--- config.mk ---
export PLATFORM = sky130hd
export DESIGN_NAME = ras_stack
export DESIGN_NICKNAME = d
export VERILOG_FILES = /design/src/rtl/ras_pkg.sv /design/src/rtl/ras_slots.sv /design/src/rtl/ras_ptr_ctrl.sv /design/src/rtl/ras_stack.sv
export SDC_FILE = /design/constraint.sdc
export NUM_CORES = 1
export LEC_CHECK = 0
export ABC_CLOCK_PERIOD_IN_PS = 4660
export BUFFER_PORTS_ARGS = -buffer_cell sky130_fd_sc_hd__buf_4
export CAP_MARGIN = 20
export CELL_PAD_IN_SITES_DETAIL_PLACEMENT = 1
export CELL_PAD_IN_SITES_GLOBAL_PLACEMENT = 2
export CORE_MARGIN = 5
export CORE_UTILIZATION = 45
export CTS_CLUSTER_SIZE = 12
export DETAILED_ROUTE_END_ITERATION = 8
export PLACE_DENSITY = 0.81
export SETUP_SLACK_MARGIN = 0.1
export SLEW_MARGIN = 20
export SYNTH_ARGS = -nofsm -noshare
export SYNTH_HDL_FRONTEND = slang
export SYNTH_SLANG_ARGS = --single-unit
--- constraint.sdc ---
create_clock -name clk -period 4.66 [get_ports clk]
set_input_delay 1.165 -clock clk [delete_from_list [all_inputs] [get_ports clk]]
set_output_delay 1.165 -clock clk [all_outputs]
set_load 0.02 [all_outputs]
--- src/rtl/ras_pkg.sv ---
package ras_pkg;

    typedef enum logic [1:0] {
        RAS_IDLE    = 2'd0,
        RAS_PUSH    = 2'd1,
        RAS_POP     = 2'd2,
        RAS_RESTORE = 2'd3
    } ras_op_e;

    // Restore outranks push and pop; push and pop are exclusive by contract.
    function automatic ras_op_e ras_pick_op(input logic push, input logic pop,
                                            input logic restore);
        if (restore)   return RAS_RESTORE;
        else if (push) return RAS_PUSH;
        else if (pop)  return RAS_POP;
        else           return RAS_IDLE;
    endfunction

    function automatic int unsigned ras_wrap_inc(input int unsigned i,
                                                 input int unsigned depth);
        return (i >= depth - 1) ? 0 : i + 1;
    endfunction

    function automatic int unsigned ras_wrap_dec(input int unsigned i,
                                                 input int unsigned depth);
        return (i == 0) ? depth - 1 : i - 1;
    endfunction

endpackage

--- src/rtl/ras_slots.sv ---
module ras_slots #(
    parameter int DEPTH = 16,
    parameter int AW    = 32,
    localparam int IW   = (DEPTH > 1) ? $clog2(DEPTH) : 1
) (
    input  logic          clk,
    input  logic          rst,
    input  logic          wr_en,
    input  logic [IW-1:0] wr_idx,
    input  logic [AW-1:0] wr_data,
    input  logic [IW-1:0] rd_idx,
    output logic [AW-1:0] rd_data
);

    logic [AW-1:0] slot [DEPTH];

    for (genvar g = 0; g < DEPTH; g++) begin : g_slot
        always_ff @(posedge clk) begin
            if (rst)
                slot[g] <= '0;
            else if (wr_en && (int'(wr_idx) == g))
                slot[g] <= wr_data;
        end
    end

    assign rd_data = slot[rd_idx];

    // a write request lands in the addressed slot
    p_write_lands_r6: assert property (@(posedge clk) disable iff (rst)
        wr_en |=> slot[$past(wr_idx)] == $past(wr_data));

endmodule

--- src/rtl/ras_ptr_ctrl.sv ---
module ras_ptr_ctrl
    import ras_pkg::*;
#(
    parameter int DEPTH = 16,
    localparam int IW   = (DEPTH > 1) ? $clog2(DEPTH) : 1,
    localparam int CW   = $clog2(DEPTH + 1)
) (
    input  logic          clk,
    input  logic          rst,
    input  logic          push,
    input  logic          pop,
    input  logic          restore,
    input  logic [IW-1:0] restore_idx,
    output logic [IW-1:0] top_idx,
    output logic          empty,
    output logic          wr_en,
    output logic [IW-1:0] wr_idx,
    output logic          use_restore_data
);

    logic [IW-1:0] idx_q, idx_inc, idx_dec;
    logic [CW-1:0] cnt_q;
    logic          full;
    ras_op_e       op;

    assign op      = ras_pick_op(push, pop, restore);
    assign idx_inc = IW'(ras_wrap_inc(int'(idx_q), DEPTH));
    assign idx_dec = IW'(ras_wrap_dec(int'(idx_q), DEPTH));
    assign full    = (cnt_q == CW'(DEPTH));

    always_ff @(posedge clk) begin
        if (rst) begin
            idx_q <= '0;
            cnt_q <= '0;
        end else begin
            unique case (op)
                RAS_PUSH: begin
                    idx_q <= idx_inc;
                    if (!full) cnt_q <= cnt_q + 1'b1;
                end
                RAS_POP: begin
                    if (cnt_q != '0) begin
                        idx_q <= idx_dec;
                        cnt_q <= cnt_q - 1'b1;
                    end
                end
                RAS_RESTORE: begin
                    idx_q <= restore_idx;
                    if (!full) cnt_q <= cnt_q + 1'b1;
                end
                default: ;
            endcase
        end
    end

    always_comb begin
        wr_en            = (op == RAS_PUSH) || (op == RAS_RESTORE);
        use_restore_data = (op == RAS_RESTORE);
        wr_idx           = (op == RAS_RESTORE) ? restore_idx : idx_inc;
    end

    assign top_idx = idx_q;
    assign empty   = (cnt_q == '0);

    p_push_pop_excl_r8: assert property (@(posedge clk) disable iff (rst)
        !(push && pop));

    p_restore_idx_r6: assert property (@(posedge clk) disable iff (rst)
        restore |-> int'(restore_idx) < DEPTH);

    p_restore_moves_r6: assert property (@(posedge clk) disable iff (rst)
        restore |=> top_idx == $past(restore_idx));

    p_pop_empty_r4: assert property (@(posedge clk) disable iff (rst)
        (pop && !restore && empty) |=> ($stable(top_idx) && empty));

    p_push_advance_r2: assert property (@(posedge clk) disable iff (rst)
        (push && !restore) |=> (!empty &&
            int'(top_idx) == ((int'($past(top_idx)) + 1) % DEPTH)));

    p_no_overflow_r5: assert property (@(posedge clk) disable iff (rst)
        int'(cnt_q) <= DEPTH);

endmodule

--- src/rtl/ras_stack.sv ---
module ras_stack #(
    parameter int DEPTH = 16,
    parameter int AW    = 32,
    localparam int IW   = (DEPTH > 1) ? $clog2(DEPTH) : 1
) (
    input  logic          clk,
    input  logic          rst,
    input  logic          push_en,
    input  logic [AW-1:0] push_addr,
    input  logic          pop_en,
    input  logic          restore_en,
    input  logic [IW-1:0] restore_idx,
    input  logic [AW-1:0] restore_addr,
    output logic [AW-1:0] top_addr,
    output logic [IW-1:0] top_idx,
    output logic          empty
);

    logic          wr_en, use_restore_data;
    logic [IW-1:0] wr_idx;
    logic [AW-1:0] wr_data;

    ras_ptr_ctrl #(.DEPTH(DEPTH)) u_ctrl (
        .clk              (clk),
        .rst              (rst),
        .push             (push_en),
        .pop              (pop_en),
        .restore          (restore_en),
        .restore_idx      (restore_idx),
        .top_idx          (top_idx),
        .empty            (empty),
        .wr_en            (wr_en),
        .wr_idx           (wr_idx),
        .use_restore_data (use_restore_data)
    );

    assign wr_data = use_restore_data ? restore_addr : push_addr;

    ras_slots #(.DEPTH(DEPTH), .AW(AW)) u_slots (
        .clk     (clk),
        .rst     (rst),
        .wr_en   (wr_en),
        .wr_idx  (wr_idx),
        .wr_data (wr_data),
        .rd_idx  (top_idx),
        .rd_data (top_addr)
    );

    p_restore_data_r7: assert property (@(posedge clk) disable iff (rst)
        restore_en |=> top_addr == $past(restore_addr));

    p_push_data_r2: assert property (@(posedge clk) disable iff (rst)
        (push_en && !restore_en) |=> top_addr == $past(push_addr));

endmodule

==> impl_metrics.toml <==
[synthesis]
seq_area_frac_synth = 0.676
synth-edff-count = 512
ys.flop_type = "edfxtp_1"
synth_fa_ha_area_frac = 0.00357
synth_top_area_share = 0.665
yosys-top-cells-count = "512 x edfxtp_1, 485 x nor2_1, 161 x mux4_2"
synth_cell_types = 51
syn_avg_cell_area_um2 = 15.5
synth.area.top_cells = "edfxtp_1 66%, mux4_2 16%, nor2_1 7.9%, mux2i_1 1.4%, dfxtp_1 1.1%"
ys_ff_latch = 525
synthCells = 1495
synth_top_family_by_area = "multiplexers"
yosysMostFrequentCell = "edfxtp_1"
synth_compound_area_frac = 0.0179
synthSimpleGateAreaFrac = 0.102
yosys.area_share.xor_xnor = 0.00189
muxShareOfSynthArea = 0.171
syn_nets = 1574
synth_top_area_cell = "edfxtp_1"
synth_warnings = 0
netlist_area_mm2 = 0.0231
async_reset_ff_frac = 0

[worst_setup_path]
path_class = "reg2out"
worstSetupEndpointType = "output pin"
startpoint_type = "flop"
required_ns = 3.49
critPathMaxFanout = 21
r2r_end = "u_slots.slot[9][16]"
reg2regPathDepth = 7
r2r_slack_ns = 1.23
reg2reg_from = "u_ctrl.top_idx[0]"
critPathArrivalTime_ns = 3.00

[global_route]
antenna_found_initial = 1
grt_max_degree = 76
track_usage = 0.242
grt-ovfl-total = 0
grt_pass1_vias = 15032
grt_pass1_wl_mm = 100

[clocking]
hold_buffers = 0
cts_setup_buffers = 0
cts.sinks = 525
cts-root-buf = "clkbuf_16"
clk_latency_ns = 0.61
cts_buffer_depth = 3
ctsResizeCount = 0
cts-htree-levels = 2
path_clk_slew_ns = 0.06
cts_buffers = 54
cts_tree = "yes"

[routing]
wl_mm = 68.3
dr.first_iter.drc_count = 1446
wire_per_inst_um = 29.3
dr.pass1.iters = 5
drt-vias-per-instance = 6.00
drc_errors = 0
dr_total_vias = 13988
ant_nets = 0

[cells_and_area]
multi_input_area_mm2 = 0.00696
instances_no_fill = 2332
diodes = 0
area_growth_pct = 15.2
fill_cells = 4909
final_nets = 1696
seqCellArea_mm2 = 0.0156
layout-drive-gt1-share = 0.282

[status]
run_status = "finished clean"

[power]
powerDensity_mw_per_mm2 = 449
vdd_drop_max_mv = 0.263
power_mw = 12.0
p_leak_nw = 9.65

[min_path]
hold_depth = 2
hold_start = "u_ctrl.cnt_q[2]"
hold_class = "reg2reg"
min_to = "u_ctrl.cnt_q[2]"

[die]
io_pins = 110
dieArea_mm2 = 0.0560
start_util = 0.453
die_h_um = 237
rows = 83
die_w_um = 237
core_area_mm2 = 0.0511

[sta]
worstMarginPinSlew_ns = 1.09
finalMaxSlewViolations = 0
hold_viol = 0
skew_ns = 0.0166
period_minus_slack_ns = 4.17
finalCritPeriodShare = 0.894
holdWs_ns = 0.578
setup_viol = 0
rsz0062_at_grt = "false"
fmax_mhz = 240
max-slew-margin-rel = 0.271
finalSetupTns_ns = 0
fin_ws_ns = 0.494

[place]
globalplace.congestion = 0.780
pre_cts_ws_ns = 0.722
place.port_buffers = 109
dp.cells = 2241
hpwl_mm = 41.2

[flow_run]
maxCapViolCount = 0
## layout by cell type, fill, tap and decap left out, types with 8 or more instances in the layout
| master | count |
|---|---|
| buf_4 | 173 |
| a21oi_1 | 10 |
| nor2_1 | 485 |
| mux2i_1 | 33 |
| nor2_2 | 8 |
| edfxtp_1 | 512 |
| clkbuf_16 | 54 |
| mux4_2 | 161 |
| clkbuf_1 | 15 |
| dfxtp_1 | 9 |
| nand2_1 | 13 |
| clkinv_1 | 13 |
| nand3_2 | 10 |
| buf_12 | 18 |
| nor3_1 | 22 |
| o21a_2 | 8 |
| nor4_1 | 16 |
## flip-flops by register name, summed over array words and instances, names as in the netlist, named ones only
| register | cells |
|---|---|
| u_slots.slot | 512 |
| u_ctrl.cnt_q | 5 |
| u_ctrl.top_idx | 4 |
## cell type report
type	instances	area share
flip-flops and latches	525	0.587
well taps	680	0.0319
repair buffers	191	0.0622
inverters	6	0.000845
clock inverters	22	0.00437
clock buffers	69	0.0528
multi-input cells	839	0.261
## report_power, final
group | leakage, nW | internal (mW) | switching [mW]
sequential | 5.32 | 5.55 | 0.189
combinational | 3.59 | 1.01 | 1.31
clock | 0.744 | 2.11 | 1.78
total | 9.65 | 8.68 | 3.28
## how the worst max path moves through the flow
stage / to / slack, ns / cells after the start
floorplan: u_slots.slot[0][0] / 0.62 / 7
global placement: u_slots.slot[13][18] / 0.86 / 6
finish: top_addr[25] / 0.49 / 4
CTS: top_addr[25] / 0.42 / 4
detailed placement: u_slots.slot[13][26] / 0.72 / 6
global route: top_addr[25] / 0.38 / 4
## metal layers
layer | up-vias | global-route usage | wire length [um]
met5 | - | 0 | 0
met4 | 0 | 0.0798 | 2410
met3 | 137 | 0.0451 | 5220
met1 | 7392 | 0.317 | 26000
li1 | 5867 | - | -
met2 | 592 | 0.413 | 34700
## through the flow
step	utilization	cell area (um^2)
floorplan	-	23100
global placement	0.492	25100
detailed placement	0.492	25100
CTS	0.522	26700
global route	0.522	26700
finish	0.522	26700
## cells by family after synthesis
logic type	Yosys count
flip-flops	525
AND/OR/NAND/NOR	578
buffers and inverters	131
AO/OA/AOI/OAI	56
XOR/XNOR	5
adder cells (fa/ha/maj)	6
multiplexers	194
## worst max-delay path: stages (launching register included)
cell	delay, ns
dfxtp_4	0.70
buf_4	0.40
mux4_2	0.56
mux4_2	0.52
buf_4	0.19
(Power assumes the default switching activity.)
